### config.mk
export PLATFORM = sky130hd
export DESIGN_NAME = ser_status_flags
export DESIGN_NICKNAME = d
export VERILOG_FILES = /design/src/rtl/ser_status_pkg.sv /design/src/rtl/ser_status_ctrl.sv /design/src/rtl/ser_status_data.sv /design/src/rtl/ser_status_flags.sv
export SDC_FILE = /design/constraint.sdc
export NUM_CORES = 1
export LEC_CHECK = 0
export BUFFER_PORTS_ARGS = -buffer_cell sky130_fd_sc_hd__buf_2
export CORE_AREA = 3 3 53 55
export CTS_CLUSTER_DIAMETER = 80
export DETAILED_ROUTE_END_ITERATION = 12
export DIE_AREA = 0 0 56 58
export GPL_TIMING_DRIVEN = 0
export PLACE_DENSITY = 0.82
export SLEW_MARGIN = 20
export SYNTH_ARGS = -nofsm -noshare
export SYNTH_HDL_FRONTEND = slang
export SYNTH_SLANG_ARGS = --single-unit
### constraint.sdc
create_clock -name clk -period 1 [get_ports clk]
set_input_delay 0.15 -clock clk [delete_from_list [all_inputs] [get_ports clk]]
set_output_delay 0.15 -clock clk [all_outputs]
set_load 0.1 [all_outputs]
### src/rtl/ser_status_pkg.sv
`timescale 1ns/1ps
package ser_status_pkg;
  localparam int STAT_W   = 8;
  localparam int TDRE_BIT = 7;
  localparam int RDRF_BIT = 6;
  localparam int OVR_BIT  = 5;
  localparam int FER_BIT  = 4;
  localparam int PER_BIT  = 3;
  localparam int TEND_BIT = 2;
  localparam int MPB_BIT  = 0;
  localparam logic [STAT_W-1:0] INIT_VALUE    = 8'h84;
  // flags that use the read-then-write-zero acknowledge
  localparam logic [STAT_W-1:0] ACK_MASK      = 8'hF8;
  // flags driven by set/clear events (acknowledgeable plus transmit-end)
  localparam logic [STAT_W-1:0] EVENT_MASK    = 8'hFC;

  typedef struct packed {
    logic [STAT_W-1:0] setVec;
    logic [STAT_W-1:0] clrVec;
    logic              loadRdr;
    logic              loadMpb;
  } flagStrobes_t;
endpackage

### src/rtl/ser_status_ctrl.sv
`timescale 1ns/1ps
module ser_status_ctrl
  import ser_status_pkg::*;
(
  input  logic              clk,
  input  logic              rstN,
  input  logic              standby,
  input  logic              txEnable,
  input  logic              txLoad,
  input  logic              txEndSet,
  input  logic              txEndClr,
  input  logic              rxDone,
  input  logic              rxParityErr,
  input  logic              rxFramingErr,
  input  logic              busRd,
  input  logic              busWr,
  input  logic [STAT_W-1:0] busWdata,
  input  logic [STAT_W-1:0] flagsIn,
  output flagStrobes_t      strobes
);
  logic [STAT_W-1:0] armedQ;
  logic [STAT_W-1:0] armedNext;
  logic              rxErr;

  assign rxErr = rxParityErr | rxFramingErr;

  // read-while-set latches, one per acknowledgeable flag
  always_comb begin
    if (busWr)
      armedNext = '0;
    else if (busRd)
      armedNext = (armedQ | flagsIn) & flagsIn & ACK_MASK;
    else
      armedNext = armedQ & flagsIn & ACK_MASK;
  end

  always_ff @(posedge clk or negedge rstN) begin
    if (!rstN)        armedQ <= '0;
    else if (standby) armedQ <= '0;
    else              armedQ <= armedNext;
  end

  always_comb begin
    strobes = '0;
    strobes.setVec[TDRE_BIT] = ~txEnable | txLoad;
    strobes.setVec[RDRF_BIT] = rxDone & ~rxErr & ~flagsIn[RDRF_BIT];
    strobes.setVec[OVR_BIT]  = rxDone & flagsIn[RDRF_BIT];
    strobes.setVec[FER_BIT]  = rxDone & rxFramingErr;
    strobes.setVec[PER_BIT]  = rxDone & rxParityErr;
    strobes.setVec[TEND_BIT] = txEndSet;
    strobes.clrVec           = {STAT_W{busWr}} & armedQ & ~busWdata & ACK_MASK;
    strobes.clrVec[TEND_BIT] = txEndClr;
    strobes.loadRdr          = rxDone & ~rxErr & ~flagsIn[RDRF_BIT];
    strobes.loadMpb          = rxDone;
  end

  // an unarmed flag survives a write
  assert_no_clear_unarmed_R3: assert property (@(posedge clk) disable iff (!rstN)
    (busWr && !armedQ[RDRF_BIT] && !standby) |=> !$fell(flagsIn[RDRF_BIT]));

  // a set event leaves the flag at 1 even against a clear
  assert_set_wins_R10: assert property (@(posedge clk) disable iff (!rstN)
    (strobes.setVec[TDRE_BIT] && !standby) |=> flagsIn[TDRE_BIT]);

  // transmit-end ignores CPU writes
  assert_tend_readonly_R5: assert property (@(posedge clk) disable iff (!rstN)
    (busWr && !txEndSet && !txEndClr && !standby) |=> $stable(flagsIn[TEND_BIT]));

  // a write never raises an acknowledgeable flag
  assert_write_one_ignored_R2: assert property (@(posedge clk) disable iff (!rstN)
    (busWr && !rxDone && !txLoad && txEnable && !standby) |=> !$rose(flagsIn[OVR_BIT]));
endmodule

### src/rtl/ser_status_data.sv
`timescale 1ns/1ps
module ser_status_data
  import ser_status_pkg::*;
#(
  parameter int RX_DATA_W = 8
) (
  input  logic                 clk,
  input  logic                 rstN,
  input  logic                 standby,
  input  flagStrobes_t         strobes,
  input  logic [RX_DATA_W-1:0] rxFrame,
  input  logic                 rxMpb,
  output logic [STAT_W-1:0]    flagsQ,
  output logic [RX_DATA_W-1:0] rdrQ
);
  logic [STAT_W-1:0] flagsNext;

  always_comb begin
    flagsNext = flagsQ & ~(strobes.clrVec & EVENT_MASK);
    flagsNext = flagsNext | (strobes.setVec & EVENT_MASK);
    flagsNext[MPB_BIT] = strobes.loadMpb ? rxMpb : flagsQ[MPB_BIT];
    flagsNext[1] = 1'b0;
  end

  always_ff @(posedge clk or negedge rstN) begin
    if (!rstN) begin
      flagsQ <= INIT_VALUE;
      rdrQ   <= '0;
    end else if (standby) begin
      flagsQ <= INIT_VALUE;
      rdrQ   <= '0;
    end else begin
      flagsQ <= flagsNext;
      if (strobes.loadRdr) rdrQ <= rxFrame;
    end
  end

  // standby returns the initial value
  assert_standby_init_R1: assert property (@(posedge clk) disable iff (!rstN)
    standby |=> (flagsQ == INIT_VALUE));

  // the holding register is never loaded while the previous byte is unacknowledged
  assert_overrun_protects_R9: assert property (@(posedge clk) disable iff (!rstN)
    strobes.loadRdr |-> !flagsQ[RDRF_BIT]);

  // a load always raises receive-full
  assert_load_sets_full_R7: assert property (@(posedge clk) disable iff (!rstN)
    (strobes.loadRdr && !standby) |=> flagsQ[RDRF_BIT]);
endmodule

### src/rtl/ser_status_flags.sv
`timescale 1ns/1ps
module ser_status_flags
  import ser_status_pkg::*;
#(
  parameter int RX_DATA_W = 8
) (
  input  logic                 clk,
  input  logic                 rstN,
  input  logic                 standby,
  input  logic                 txEnable,
  input  logic                 txLoad,
  input  logic                 txEndSet,
  input  logic                 txEndClr,
  input  logic                 rxDone,
  input  logic [RX_DATA_W-1:0] rxFrame,
  input  logic                 rxMpb,
  input  logic                 rxParityErr,
  input  logic                 rxFramingErr,
  input  logic                 busRd,
  input  logic                 busWr,
  input  logic [7:0]           busWdata,
  output logic [7:0]           statusOut,
  output logic [RX_DATA_W-1:0] rxDataOut
);
  flagStrobes_t      strobes;
  logic [STAT_W-1:0] flags;

  ser_status_ctrl u_ctrl (
    .clk(clk), .rstN(rstN), .standby(standby),
    .txEnable(txEnable), .txLoad(txLoad), .txEndSet(txEndSet), .txEndClr(txEndClr),
    .rxDone(rxDone), .rxParityErr(rxParityErr), .rxFramingErr(rxFramingErr),
    .busRd(busRd), .busWr(busWr), .busWdata(busWdata),
    .flagsIn(flags), .strobes(strobes)
  );

  ser_status_data #(.RX_DATA_W(RX_DATA_W)) u_data (
    .clk(clk), .rstN(rstN), .standby(standby), .strobes(strobes),
    .rxFrame(rxFrame), .rxMpb(rxMpb), .flagsQ(flags), .rdrQ(rxDataOut)
  );

  assign statusOut = flags;
endmodule

## Yosys cells after proc, flatten, opt, wreduce, memory -nomap -nowiden

Index checks and enable logic that the tools add are counted.

| storage, ports and cells | value |
|---|---|
| input port bits | 29 |
| output and inout bits | 16 |
| register bits after elaboration | 24 |

| cells by class | value |
|---|---|
| mux-type cells | 7 |
| reduce and logical (&&, ||, !) cells | 2 |
| bitwise operators | 19 |

Operators by type and width:

| operator | number |
|---|---|
| 8-bit two-way mux | 6 |
| 8-bit bitwise AND | 5 |
| 8-bit inverter | 2 |
| 8-bit bitwise OR | 2 |
| 1-bit bitwise AND | 5 |
| 2-bit nonzero test | 2 |
| 1-bit inverter | 3 |
| 1-bit bitwise OR | 2 |
| 1-bit two-way mux | 1 |

## Longest topological paths before layout

| logic depth | value |
|---|---|
| word-level depth | 6 |
| gate-level depth with buffers | 3 |
| depth with buffers taken out | 2 |

## Hierarchy

From an unflattened synthesis, not the netlist that was laid out.

| unflattened totals | value |
|---|---|
| cells, all modules | 90 |
| area, all modules | 938.4 um2 |

By module, submodules not included:

| module | times used | seq. area each (um2) | area an instance (um2) | cells each |
|---|---|---|---|---|
| ser_status_data | 1 | 377.9 | 616.8 | 55 |
| ser_status_ctrl | 1 | 125.1 | 321.6 | 35 |

## Least setup slack after synthesis

No wires, ideal clock.

| timing | value |
|---|---|
| kind | reg2reg |
| from | reg u_data.flagsQ[6] |
| to | reg u_data.flagsQ[6] |
| buffers on the path | 1 |
| setup slack | -585 ps |
| data required time | 880 ps |
| cell stages (with the launch flop) | 4 |
| arrival time | 1465 ps |
| path through | dfrtp_1 > nor4b_4 > buf_6 > a22o_4 |

| on the way | value |
|---|---|
| cells in the longest elaborated chain, start to end | 4 |
| elaborated cells between the ends (all ways) | 5 |
| classes of those cells | 1 x mux; 4 x bitwise |

RTL lines:

| element | RTL line | text |
|---|---|---|
| start, declared | ser_status_data.sv:13 | `output logic [STAT_W-1:0] flagsQ,` |
| start signal, assigned | ser_status_data.sv:33 | `flagsQ <= flagsNext;` |
| 1-bit inverter | ser_status_ctrl.sv:46 | `strobes.setVec[RDRF_BIT] = rxDone & ~rxErr & ~flagsIn[RDRF_BIT];` |
| 1-bit bitwise AND | ser_status_ctrl.sv:46 |  |
| 8-bit bitwise OR (*) | ser_status_data.sv:20 | `flagsNext = flagsNext \| (strobes.setVec & EVENT_MASK);` |
| 8-bit two-way mux (*) | ser_status_data.sv:29 | `end else if (standby) begin` |

Every way passes the cells marked *; elsewhere a longest branch is shown, timed or not.
A chain may end at the register's enable or synchronous reset.

## Final worst setup path

| timing | value |
|---|---|
| from | reg u_data.flagsQ[7] |
| to | out statusOut[7] |

RTL lines:

| element | RTL line | text |
|---|---|---|
| end, declared | ser_status_flags.sv:22 | `output logic [7:0] statusOut,` |

No word-level cell between the ends.

==> impl_metrics.tcl <==
set metrics [dict create \
    status "complete, but fails checks" \
    failed_checks "negative setup slack" \
    critPathSlowestCell "sky130_fd_sc_hd__dfstp_4" \
    cts_tree "yes" \
    drt_pass1_iterations 4 \
    post-route-worst-setup-slack_ns -0.279 \
    num-fill-cells 196 \
    multi_input_comb_area_um2 409 \
    floorplan.die.height_um 58 \
    synth_enable_flop_cells 0 \
    synth_area_leaders "sky130_fd_sc_hd__dfrtp_1 (48%), sky130_fd_sc_hd__nand2b_1 (11%), sky130_fd_sc_hd__mux2i_1 (9.5%)" \
    synth-main-ff-cell "sky130_fd_sc_hd__dfrtp_1" \
    clk_latency_ns 0.30 \
    worst_r2r_path_depth 3 \
    synthesized_net_count 111 \
    place_congestion 0.788 \
    synth_seq_cells 20 \
    worst_setup_path_start_kind "flop" \
    globalRouteOverflowTotal 0 \
    maxSlewViolCount 0 \
    maximum_frequency_from_static_timing_analysis_mhz 782 \
    worst_path_dominant_cell_family "flip-flops" \
    routedWlPerCell_um 14.2 \
    largest_net_degree_at_the_start_of_global_routing 21 \
    dpl_worst_slack_ns -0.209 \
    cts_buffers 3 \
    layout-drive-gt1-share 0.478 \
    leakage_nw 0.702 \
    cts.path.max_buffers 2 \
    worst_setup_path_startpoint "u_data.flagsQ[7]" \
    vias 792 \
    h-tree-depth 1 \
    finalWirelength_um 2330 \
    worstPathBufferInverterCount 1 \
    grt_first_pass_wirelength_um 3920 \
    design.die.area_um2 3250 \
    synth.avg_cell_area_um2 11.5 \
    die_w_um 56 \
    maxCapViolCount 0 \
    violation_count_after_the_first_detailed_route_iteration 11 \
    grt_use_total 0.153 \
    path_depth 1 \
    timing.reg2reg.setup_slack_ns -0.22 \
    crit_path_max_fanout 3 \
    finalNonFillerCells 164 \
    row_count 18 \
    hold-worst-slack_ns 0.0390 \
    seqCellArea_um2 527 \
    cts_root_buffer "sky130_fd_sc_hd__clkbuf_4" \
    setup.worst_path.end_class "output port" \
    cts_sinks 20 \
    synthCells 82 \
    fin_nets 164 \
    io-pin-count 45 \
    yosys_warnings 0 \
    timing.critical_path.slowest_cell_delay_ns 0.66 \
    synth.top_cell.area_share 0.477 \
    timing.clock.skew_ns 0.0143 \
    critical_path_required_ns 0.85 \
    synth_area_um2 943 \
    power.density_nw_per_um2 1210 \
    timing_worst_setup_path_type "reg -> out" \
    vdd_drop_max_mv 0.701 \
    port-buffer-count 40 \
    hold_violations 0 \
    critical_path_arrival_ns 1.13 \
    cp_cell_sequence "buf_12" \
    yosys-top-cells-count "sky130_fd_sc_hd__dfrtp_1 (18), sky130_fd_sc_hd__nand2b_1 (16), sky130_fd_sc_hd__mux2i_1 (9)" \
    synthMostInstantiatedCell "sky130_fd_sc_hd__dfrtp_1" \
    via_density 4.83 \
    finalSetupViolations 25 \
    grt_pass1_vias 843 \
    number_of_nets_with_antenna_violations_after_routing 0 \
    start_util 0.388 \
    ys_types 19 \
    antenna_found_initial 0 \
    core_area_um2 2430 \
    dp.cells 152 \
    diode_count 0 \
    hp-class "in -> reg" \
    setup_repair_after_global_routing_missed_its_margin "yes" \
    drc 0 \
    r2r_start "u_data.flagsQ[6]" \
    period_needed_ns 1.28 \
    tns_ns -3.35 \
    yosysSeqAreaShare 0.533 \
    synth.largest_area_cell "sky130_fd_sc_hd__dfrtp_1" \
    timing.critical_path.to "statusOut[7]" \
    final_min_period_over_clock_period 1.28 \
    dp_hpwl_um 1660 \
    r2r-end "u_data.rdrQ[6]" \
    cts.clk_slew.worst_paths_ns 0.12 \
    syn2layout_area_growth_pct 63.9 \
    async_flop_share 1.00 \
]
[metal layers]
metal  GRT usage  part of all wire
met5           0                 0
met2       0.282              0.58
met3      0.0312             0.042
met1       0.182              0.38
met4      0.0407                 0
[kinds of logic after synthesis]
logic type,Yosys count,synth area share
AND/OR/NAND/NOR,34,0.232
flip-flops,20,0.533
AO/OA/AOI/OAI,11,0.0942
multiplexers,9,0.0955
buffers and inverters,7,0.0411
other,1,0.00397
[layout make-up]
| type | count | area share |
|---|---|---|
| Buffer | 4 | 0.0178 |
| Clock buffer | 4 | 0.0235 |
| Inverter | 3 | 0.00728 |
| Multi-Input combinational cell | 55 | 0.265 |
| Sequential cell | 20 | 0.341 |
| Tap cell | 30 | 0.0243 |
| Timing Repair Buffer | 48 | 0.322 |
[how the worst min path moves through the flow]
stage	from	endpoint	slack (ns)	depth (start not counted)
after global placement	rstN	u_ctrl.armedQ[7]	0.12	1
after floorplan	rstN	u_ctrl.armedQ[3]	-0.15	0
after CTS	txLoad	u_data.flagsQ[7]	0.04	2
final	txLoad	u_data.flagsQ[7]	0.04	2
after global routing	txLoad	u_data.flagsQ[7]	0.03	2
after detailed placement	rstN	u_ctrl.armedQ[4]	0.12	1
[sequential cells by signal, summed over array words and instances (netlist names)]
signal,flops
u_ctrl.armedQ,5
u_data.flagsQ,7
u_data.rdrQ,8
[per-stage QoR]
stage               total power, mW  utilization  area, µm²
detailed placement             1.30        0.495       1200
global route                   1.97        0.636       1550
global placement               1.29        0.495       1200
CTS                            1.88        0.625       1520
floorplan                      1.18            -        967
finish                         1.88        0.636       1550
[placed cells by master, fill, tap and decap left out]
cell type / instances
sky130_fd_sc_hd__buf_2: 26
sky130_fd_sc_hd__nand2b_1: 16
sky130_fd_sc_hd__buf_12: 15
sky130_fd_sc_hd__dfrtp_1: 13
sky130_fd_sc_hd__mux2i_1: 9
sky130_fd_sc_hd__nor2_1: 7
sky130_fd_sc_hd__nand3b_1: 5
sky130_fd_sc_hd__buf_4: 5
sky130_fd_sc_hd__o21ai_0: 4
sky130_fd_sc_hd__dfrtp_4: 4
sky130_fd_sc_hd__buf_6: 3
sky130_fd_sc_hd__nor2b_1: 3
sky130_fd_sc_hd__a32o_1: 3
sky130_fd_sc_hd__clkbuf_4: 3
sky130_fd_sc_hd__inv_1: 2
sky130_fd_sc_hd__o21ai_1: 2
sky130_fd_sc_hd__dlygate4sd3_1: 2
sky130_fd_sc_hd__dfstp_4: 2
sky130_fd_sc_hd__nor4b_4: 1
sky130_fd_sc_hd__a22o_4: 1
sky130_fd_sc_hd__clkbuf_1: 1
sky130_fd_sc_hd__or2_1: 1
sky130_fd_sc_hd__nor2b_4: 1
sky130_fd_sc_hd__inv_2: 1
sky130_fd_sc_hd__a2111o_1: 1
sky130_fd_sc_hd__conb_1: 1
sky130_fd_sc_hd__clkbuf_8: 1
sky130_fd_sc_hd__dfrtp_2: 1
[power breakdown]
group          internal (mW)  switching (mW)  total, mW
clock                  0.222           0.245      0.466
sequential             0.847          0.0336      0.881
combinational          0.215           0.313      0.528
[timing repair]
action                     4_1_cts  5_1_grt
setup endpoints to repair       24       26
hold buffers                     2        0
resized for setup               61        2
hold endpoints to repair        19        0
pin swaps                        0        1
buffers inserted                 4        2
Note: power is estimated with default switching activity, not from simulation.
